$ cat src/rtl/spad_pkg.sv
package spad_pkg;
  localparam int BYTE_W     = 8;
  localparam int DATA_BYTES = 8;
  localparam int IDX_W      = 4;
  localparam int TEMP_W     = 2 * BYTE_W;
  localparam int IMG_W      = BYTE_W * DATA_BYTES;
  localparam int CMP_W      = TEMP_W - 1;

  localparam logic [BYTE_W-1:0] CRC_POLY_LSBF = 8'h8C;
  localparam logic [BYTE_W-1:0] FILL_BYTE     = 8'hFF;

  typedef enum logic [IDX_W-1:0] {
    IX_TEMP_LO = 4'd0,
    IX_TEMP_HI = 4'd1,
    IX_TRIG_HI = 4'd2,
    IX_TRIG_LO = 4'd3,
    IX_FILL_A  = 4'd4,
    IX_FILL_B  = 4'd5,
    IX_CNT_REM = 4'd6,
    IX_CNT_PER = 4'd7,
    IX_CHECK   = 4'd8
  } spad_idx_e;

  // Advance a reflected CRC-8 by one byte, least significant bit first.
  function automatic logic [BYTE_W-1:0] crc_step_byte(input logic [BYTE_W-1:0] crc_in,
                                                      input logic [BYTE_W-1:0] din);
    logic [BYTE_W-1:0] c;
    logic              fb;
    c = crc_in;
    for (int b = 0; b < BYTE_W; b++) begin
      fb = c[0] ^ din[b];
      c  = c >> 1;
      if (fb) c = c ^ CRC_POLY_LSBF;
    end
    return c;
  endfunction
endpackage

$ cat src/rtl/spad_regs.sv
module spad_regs
  import spad_pkg::*;
#(
  parameter logic [TEMP_W-1:0] TEMP_RST = 16'h00AA,
  parameter logic [BYTE_W-1:0] TH_RST   = 8'h4B,
  parameter logic [BYTE_W-1:0] TL_RST   = 8'h46,
  parameter logic [BYTE_W-1:0] CR_RST   = 8'h0C,
  parameter logic [BYTE_W-1:0] CP_RST   = 8'h10
) (
  input  logic              clk,
  input  logic              rst_n,
  input  logic              ld_en,
  input  logic [TEMP_W-1:0] ld_temp,
  input  logic [BYTE_W-1:0] ld_cnt_rem,
  input  logic [BYTE_W-1:0] ld_cnt_per,
  input  logic              tw_en,
  input  logic [BYTE_W-1:0] tw_th,
  input  logic [BYTE_W-1:0] tw_tl,
  output logic [TEMP_W-1:0] temp_q,
  output logic [BYTE_W-1:0] th_q,
  output logic [BYTE_W-1:0] tl_q,
  output logic [IMG_W-1:0]  image
);
  logic [BYTE_W-1:0] cnt_rem_q, cnt_per_q;

  always_ff @(posedge clk) begin
    if (!rst_n) begin
      temp_q    <= TEMP_RST;
      cnt_rem_q <= CR_RST;
      cnt_per_q <= CP_RST;
    end else if (ld_en) begin
      temp_q    <= ld_temp;
      cnt_rem_q <= ld_cnt_rem;
      cnt_per_q <= ld_cnt_per;
    end
  end

  always_ff @(posedge clk) begin
    if (!rst_n) begin
      th_q <= TH_RST;
      tl_q <= TL_RST;
    end else if (tw_en) begin
      th_q <= tw_th;
      tl_q <= tw_tl;
    end
  end

  // Byte k of the image sits at bits [k*8 +: 8].
  assign image = {cnt_per_q, cnt_rem_q, FILL_BYTE, FILL_BYTE,
                  tl_q, th_q, temp_q[TEMP_W-1:BYTE_W], temp_q[BYTE_W-1:0]};
endmodule

$ cat src/rtl/spad_crc.sv
module spad_crc
  import spad_pkg::*;
(
  input  logic [IMG_W-1:0]  image,
  output logic [BYTE_W-1:0] crc
);
  logic [BYTE_W-1:0] chain [DATA_BYTES+1];

  assign chain[0] = '0;

  for (genvar g = 0; g < DATA_BYTES; g++) begin : g_stage
    assign chain[g+1] = crc_step_byte(chain[g], image[g*BYTE_W +: BYTE_W]);
  end

  assign crc = chain[DATA_BYTES];
endmodule

$ cat src/rtl/spad_alarm.sv
module spad_alarm
  import spad_pkg::*;
(
  input  logic              clk,
  input  logic              rst_n,
  input  logic              eval_req,
  input  logic [TEMP_W-1:0] temp,
  input  logic [BYTE_W-1:0] th,
  input  logic [BYTE_W-1:0] tl,
  output logic              alarm
);
  localparam int EXT_W = CMP_W - BYTE_W;

  logic              pend_q;
  logic signed [CMP_W-1:0] whole, hi_lim, lo_lim;
  logic              hot, cold;

  assign whole  = signed'(temp[TEMP_W-1:1]);
  assign hi_lim = signed'({{EXT_W{th[BYTE_W-1]}}, th});
  assign lo_lim = signed'({{EXT_W{tl[BYTE_W-1]}}, tl});
  assign hot    = whole > hi_lim;
  assign cold   = whole < lo_lim;

  always_ff @(posedge clk) begin
    if (!rst_n) begin
      pend_q <= 1'b0;
      alarm  <= 1'b0;
    end else begin
      pend_q <= eval_req;
      if (pend_q) alarm <= hot | cold;
    end
  end
endmodule

$ cat src/rtl/spad_top.sv
module spad_top
  import spad_pkg::*;
#(
  parameter logic [15:0] TEMP_RST = 16'h00AA,
  parameter logic [7:0]  TH_RST   = 8'h4B,
  parameter logic [7:0]  TL_RST   = 8'h46,
  parameter logic [7:0]  CR_RST   = 8'h0C,
  parameter logic [7:0]  CP_RST   = 8'h10
) (
  input  logic        clk,
  input  logic        rst_n,
  input  logic        ld_strobe,
  input  logic [15:0] ld_temp,
  input  logic [7:0]  ld_cnt_remain,
  input  logic [7:0]  ld_cnt_per,
  input  logic        tw_valid,
  output logic        tw_ready,
  input  logic [7:0]  tw_high,
  input  logic [7:0]  tw_low,
  input  logic        rd_valid,
  output logic        rd_ready,
  input  logic [3:0]  rd_index,
  output logic        rdo_valid,
  input  logic        rdo_ready,
  output logic [7:0]  rdo_data,
  output logic        alarm
);
  logic [TEMP_W-1:0] temp_q;
  logic [BYTE_W-1:0] th_q, tl_q, crc, sel_byte, rdo_data_q;
  logic [IMG_W-1:0]  image;
  logic              tw_fire, rd_fire, rdo_valid_q;

  assign tw_ready = ~ld_strobe;
  assign tw_fire  = tw_valid & tw_ready;

  spad_regs #(
    .TEMP_RST(TEMP_RST), .TH_RST(TH_RST), .TL_RST(TL_RST),
    .CR_RST(CR_RST), .CP_RST(CP_RST)
  ) u_regs (
    .clk(clk), .rst_n(rst_n),
    .ld_en(ld_strobe), .ld_temp(ld_temp),
    .ld_cnt_rem(ld_cnt_remain), .ld_cnt_per(ld_cnt_per),
    .tw_en(tw_fire), .tw_th(tw_high), .tw_tl(tw_low),
    .temp_q(temp_q), .th_q(th_q), .tl_q(tl_q), .image(image)
  );

  spad_crc u_crc (.image(image), .crc(crc));

  spad_alarm u_alarm (
    .clk(clk), .rst_n(rst_n), .eval_req(ld_strobe),
    .temp(temp_q), .th(th_q), .tl(tl_q), .alarm(alarm)
  );

  always_comb begin
    if (rd_index < IX_CHECK)      sel_byte = image[rd_index[2:0]*BYTE_W +: BYTE_W];
    else if (rd_index == IX_CHECK) sel_byte = crc;
    else                           sel_byte = FILL_BYTE;
  end

  assign rd_ready = ~rdo_valid_q | rdo_ready;
  assign rd_fire  = rd_valid & rd_ready;

  always_ff @(posedge clk) begin
    if (!rst_n) begin
      rdo_valid_q <= 1'b0;
      rdo_data_q  <= '0;
    end else if (rd_fire) begin
      rdo_valid_q <= 1'b1;
      rdo_data_q  <= sel_byte;
    end else if (rdo_ready) begin
      rdo_valid_q <= 1'b0;
    end
  end

  assign rdo_valid = rdo_valid_q;
  assign rdo_data  = rdo_data_q;
endmodule

$ cat config.mk
export PLATFORM = sky130hd
export DESIGN_NAME = spad_top
export DESIGN_NICKNAME = d
export VERILOG_FILES = /design/src/rtl/spad_pkg.sv /design/src/rtl/spad_regs.sv /design/src/rtl/spad_crc.sv /design/src/rtl/spad_alarm.sv /design/src/rtl/spad_top.sv
export SDC_FILE = /design/constraint.sdc
export NUM_CORES = 1
export LEC_CHECK = 0
export BUFFER_PORTS_ARGS = -buffer_cell sky130_fd_sc_hd__buf_2
export CAP_MARGIN = 20
export CORE_UTILIZATION = 53
export CTS_CLUSTER_DIAMETER = 120
export DETAILED_ROUTE_END_ITERATION = 10
export PLACE_DENSITY_LB_ADDON = 0.25
export SETUP_SLACK_MARGIN = 0.5
export SYNTH_ARGS = -nofsm -noshare
export SYNTH_HDL_FRONTEND = slang
export SYNTH_SLANG_ARGS = --single-unit
$ cat constraint.sdc
create_clock -name clk -period 3.6 [get_ports clk]
set_input_delay 0.54 -clock clk [delete_from_list [all_inputs] [get_ports clk]]
set_output_delay 0.54 -clock clk [all_outputs]
set_load 0.005 [all_outputs]
* Word-level counts from Yosys, hierarchy flattened
Index checks and enable logic that the tools add are counted.
** Storage, ports and cells
- Output and inout bits :: 12
- Register bits :: 59
- Logic and storage cells :: 199
** Operators by class
- Muxes and demuxes :: 68
- Equal/unequal tests :: 1
- Magnitude comparators :: 3
- Bitwise operators :: 116
- Shift-type cells :: 1
- Reductions and logical operators :: 1
** Operators by type and width (count)
- $mux 8 :: 66
- $not 2->3 :: 63
- $shiftx 64x7->8 :: 1
- $xor 1x1->1 :: 47
- $gt 15x8->1 :: 1
- $lt 15x8->1 :: 1
- $eq 4x4->1 const B :: 1
- $lt 4x4->1 const B :: 1
- $and 1x1->1 :: 2
- $mux 1 :: 2
- $not 1->1 :: 2
- $or 1x1->1 :: 2
- $reduce_bool 2->1 :: 1

* Logic depth before layout (Yosys ltp)
- Depth in word-level cells :: 129
- Depth in mapped cells :: 15

* Modules after synthesis
A second synthesis with hierarchy kept.
** Unflattened totals
- Cell total of the unflattened synthesis :: 535
- Area total of the unflattened synthesis :: 5952.0 µm²
** By module, submodules not included
- spad_regs :: area an instance 2195.9 µm², cells an instance 204, seq. area each 960.9 µm², times used 1
- spad_crc :: area an instance 2080.7 µm², cells an instance 157, seq. area each 0.0 µm², times used 1
- spad_top :: area an instance 902.1 µm², cells an instance 78, seq. area each 180.2 µm², times used 1
- spad_alarm :: area an instance 773.2 µm², cells an instance 96, seq. area each 40.0 µm², times used 1

* Least setup slack after synthesis
Ideal clock, no wire load.
- Kind :: flip-flop to flip-flop
- Start point :: reg u_regs.temp_q[2]
- End point :: reg rdo_data_q[1] (netlist: rdo_data[1])
- Slack :: -0.021 ns
- Path buffers :: 1
- Arrival :: 3.493 ns
- Clock period less this slack :: 3.621 ns
- Stages on the path, launching flop included :: 15
- Cells stage by stage :: dfxtp_1 -> buf_2 -> xor3_2 -> xnor3_2 -> xor3_2 -> xnor2_4 -> xnor2_1 -> xnor2_1 -> xor2_1 -> xnor2_1 -> xor2_1 -> nor2_1 -> nand3b_1 -> a22oi_1 -> nor2_1
** Between the ends
- Cells in the longest elaborated chain, start to end :: 91
- Elaborated cells between the ends (all ways) :: 161
- Those cells by class :: 64 x mux; 97 x bitwise
** RTL lines
- from (decl) :: RTL line spad_regs.sv:19 : output logic [TEMP_W-1:0] temp_q,
- from (signal assigned) :: RTL line spad_regs.sv:32 : temp_q <= ld_temp;
- $xor 1x1->1 (*) :: RTL line spad_pkg.sv:31 : fb = c[0] ^ din[b];
- $mux 8 (*) (3 in a row) :: RTL line spad_pkg.sv:33 : if (fb) c = c ^ CRC_POLY_LSBF;
- $xor 1x1->1 or $mux 8 (tied branches) :: RTL line spad_pkg.sv:31, spad_pkg.sv:33
- $mux 8 (*) :: RTL line spad_pkg.sv:33
- $not 2->3 (no line) or $xor 1x1->1 (tied branches)
- $mux 8 (*) (3 in a row) :: RTL line spad_pkg.sv:33
- $xor 1x1->1 or $mux 8 (tied branches) :: RTL line spad_pkg.sv:31, spad_pkg.sv:33
- $mux 8 (*) :: RTL line spad_pkg.sv:33
- [... 68 more ...]
- $not 2->3 (no line) or $xor 1x1->1 (tied branches)
- $mux 8 (*) (3 in a row) :: RTL line spad_pkg.sv:33
- $xor 1x1->1 or $mux 8 (tied branches) :: RTL line spad_pkg.sv:31, spad_pkg.sv:33
- $mux 8 (*) :: RTL line spad_pkg.sv:33
- $not 2->3 (no line) or $xor 1x1->1 (tied branches)
- $mux 8 (*) (2 in a row) :: RTL line spad_pkg.sv:33
- $mux 8 (*) :: RTL line spad_top.sv:56 : else if (rd_index == IX_CHECK) sel_byte = crc;
- $mux 8 (*) :: RTL line spad_top.sv:55 : if (rd_index < IX_CHECK) sel_byte = image[rd_index[2:0]*BYTE_W +: BYTE_W];
- to (signal assigned) :: RTL line spad_top.sv:69 : rdo_data_q <= sel_byte;
- to (decl) :: RTL line spad_top.sv:29 : logic [BYTE_W-1:0] th_q, tl_q, crc, sel_byte, rdo_data_q;
Mark *: on every way between the ends.
A chain may end at the register's enable or synchronous reset.

* Worst setup path after layout
- Start point :: reg u_regs.temp_q[1]
- End point :: reg rdo_data_q[2] (netlist: rdo_data[2])
** Between the ends
- Cells in the longest elaborated chain, start to end :: 92
- Elaborated cells between the ends (all ways) :: 166
- Those cells by class :: 65 x mux; 101 x bitwise
** RTL lines (RTL line)
- $xor 1x1->1 (*) :: spad_pkg.sv:31
- $mux 8 (*) (3 in a row) :: spad_pkg.sv:33
- $xor 1x1->1 or $mux 8 (tied branches) :: spad_pkg.sv:31, spad_pkg.sv:33
- $mux 8 (*) (3 in a row) :: spad_pkg.sv:33
- $xor 1x1->1, or another cell as far along :: spad_pkg.sv:31
- $mux 8 (*) (3 in a row) :: spad_pkg.sv:33
- $xor 1x1->1, or another cell as far along :: spad_pkg.sv:31
- $mux 8 (*) :: spad_pkg.sv:33
- [... 68 more ...]
- $not 2->3 (no line), or another cell as far along
- $mux 8 (*) (3 in a row) :: spad_pkg.sv:33
- $xor 1x1->1 or $mux 8 (tied branches) :: spad_pkg.sv:31, spad_pkg.sv:33
- $mux 8 (*) :: spad_pkg.sv:33
- branches (longest 1 deep; another with $xor 1x1->1)
- $mux 8 (*) :: spad_pkg.sv:33
- $mux 8 (*) :: spad_top.sv:56
- $mux 8 (*) :: spad_top.sv:55
Marked as above.

==> results.md <==
* DP Wirelength at 9941 um
* Initial antenna violation count at 1
* Clock Path Buffers at 2
* Critical path capture point type: register
* Die area at just over 9000 um2
* Distinct cell type count of the synthesized netlist at 39
* Crit share post-route at 102.1%
* Worst endpoint required time at 3.84 ns
* Multi-input gate area at 3771 um2
* Die width at 95.85 um
* #FFs+latches synth at 59
* Clock transition at path regs at 0.07 ns
* Antenna Nets Post-Route at 0
* RSZ-0062 raised after global routing: yes
* Asr flop ratio synth at 0%
* Synthesis-to-finish area growth at 33.50%
* Num CTS Buffers at 9
* Total Routing Usage GR at approximately a third
* Syn_area_per_cell at around 10 um2
* Core Region at about 8400 um2
* Final-report setup violation count at 3
* CP Max Fanout at 3
* Initial DRT Pass Iterations at 5
* Synthesized net count at ~550
* Register area at between 1000 and 1500 um2
* Drt via density at between 5 and 6
* Mapped Area at 4668 um2
* Starting Density at between 50% and 60%
* Hold Path Class: input pin to register
* Largest net degree at the start of global routing at 29
* ANT cells at 0
* Failing checks: negative setup slack
* First-pass GRT wire length at roughly 22000 um
* Syn Inst Count at around 470
* CTS H-tree depth at 3
* Initial drt markers at 328
* Clock Latency Late Sink at about 0.34 ns
* Max cap viols at 0
* Drc violations at 0
* Commonest non-fill, non-tap cell in the layout: buf_2
* Clk_skew at approximately 0.0066 ns
* Fraction of layout cells with a size suffix above 1 at between 30 and 40%
* Die Y at between 90 and 100 um
* Run status: complete, but fails checks
* Final setup margin at -0.07551 ns
* Post-synth EDFFs at 0
* Critical Path AT at slightly below 4 ns
* CTS tree: yes
* Synth Warn # at 0
* Most frequent cells in the layout: buf_2 (69), buf_4 (59), dfxtp_1 (47)
* CTS root buffer: clkbuf_8
* Detailed-route wire length per cell at 20.41 um
* Io pins at 70
* Seq/Total Area, Yosys at 25.30%
* Startpoint types: register
* Critical path class: register to register
* Max Transition Viols Final at 0
* Number of nets in the layout at 678
* Max Clock Freq at 0.2721 GHz
* Synth Flop Type: dfxtp_1
* Tmin final at 3.676 ns
* Slew HR at 18.21%
* PortBufs at 69
* CTS Hold Buffers Added at 0
* Row count at 33
* Clk sink count at 59
* Final GP Congestion at ~0.95
* Number of global-route vias before repair at 4058
* DR vias at around 4000
* Worst-Margin Slew at between 1 and 1.5 ns
* Hold Fails Final Rpt at 0
* Fillcell total at between 500 and 600
* Final wirelength at 14290 um
* Grt ovf at 0
* Final TNS setup at -0.1182 ns
==> layout make-up <==
class,count,area share (%)
Tap cell,105,2.108
Clock inverter,2,0.1606
Sequential cell,59,19.51
Inverter,21,1.265
Timing Repair Buffer,134,13.73
Clock buffer,13,2.710
Multi-Input combinational cell,366,60.51
==> worst paths after layout <==
check                                     start                     endpoint  slack, ns  cells after the start
hold reg to reg       u_alarm.pend_q$_SDFF_PN0_   u_alarm.alarm$_SDFFE_PN0P_       0.44                      1
setup reg to reg  u_regs.temp_q[1]$_SDFFE_PN1P_     rdo_data[2]$_SDFFE_PN0P_      -0.08                     15
setup / recovery  u_regs.temp_q[1]$_SDFFE_PN1P_     rdo_data[2]$_SDFFE_PN0P_      -0.08                     15
hold / removal                       tw_high[0]  u_regs.th_q[0]$_SDFFE_PN1P_       0.40                      3
==> per-layer routing <==
layer	vias up	GRT usage (%)	share of wire (%)
met5	-	0	0
met4	0	10.82	2.8
met3	31	6.793	6.8
met2	191	52.08	47
met1	1940	44.29	44
li1	1857	-	-
==> sequential cells by signal, summed over array words and instances (netlist names) <==
signal / flops
rdo_data: 8
rdo_valid: 1
u_alarm.alarm: 1
u_alarm.pend_q: 1
u_regs.cnt_per_q: 8
u_regs.cnt_rem_q: 8
u_regs.temp_q: 16
u_regs.th_q: 8
u_regs.tl_q: 8
==> Yosys cell counts, types with 7 or more instances <==
library cell	n	share of area, %
xnor2_1	76	14
dfxtp_1	59	25
nand2_1	39	3.1
nor2_1	33	2.7
mux2i_1	31	6.6
ha_1	29	7.8
a21oi_1	24	2.6
xor2_1	22	4.1
inv_1	19	1.5
clkbuf_1	18	1.4
xnor3_1	17	8.2
a21o_1	15	2.4
mux2_2	7	1.7
mux4_2	7	3.4
o211ai_1	7	1.1
o22ai_1	7	0.94
==> kinds of logic (layout without fill, tap and decap cells) <==
family	count (synthesis)	count (layout)	share of synthesized area, %
xor+xnor	128	128	32.81
mux	46	46	12.28
fa+ha+maj	29	29	7.773
compound gates	72	72	9.917
buf+inv	42	170	3.592
simple gates	91	91	8.335
flops	59	59	25.30
==> critical path: stages (launching register included) <==
cell,delay [ns]
dfxtp_4,0.37
xnor3_2,0.48
buf_6,0.16
xnor2_4,0.24
xnor3_1,0.33
xnor2_2,0.26
xnor2_2,0.14
xnor2_2,0.26
xor2_1,0.21
xnor2_1,0.18
xnor2_2,0.15
buf_6,0.15
xnor2_2,0.14
xnor2_1,0.18
a221oi_1,0.12
a21o_1,0.20
==> timing repair <==
action                     4_1_cts  5_1_grt
pin swaps                       28       17
setup endpoints to repair        8        8
gates resized for setup         34       23
setup buffers                   18        6
==> metrics by stage <==
step	instances	setup slack [ns]	hold WS, ns	area [um2]	util [%]
after floorplan	467	0.2482	0.4092	4853	-
after global placement	661	0.001645	0.4245	5539	66.08
after detailed placement	661	-0.07668	0.4237	5539	66.08
after CTS	694	0.1115	0.3991	6025	71.88
after global routing	700	-0.2220	0.3984	6232	74.35
final	700	-0.07551	0.4037	6232	74.35
Power is not shown: default switching activity piles up to over one toggle a cycle in this logic, so the estimate is an artifact.
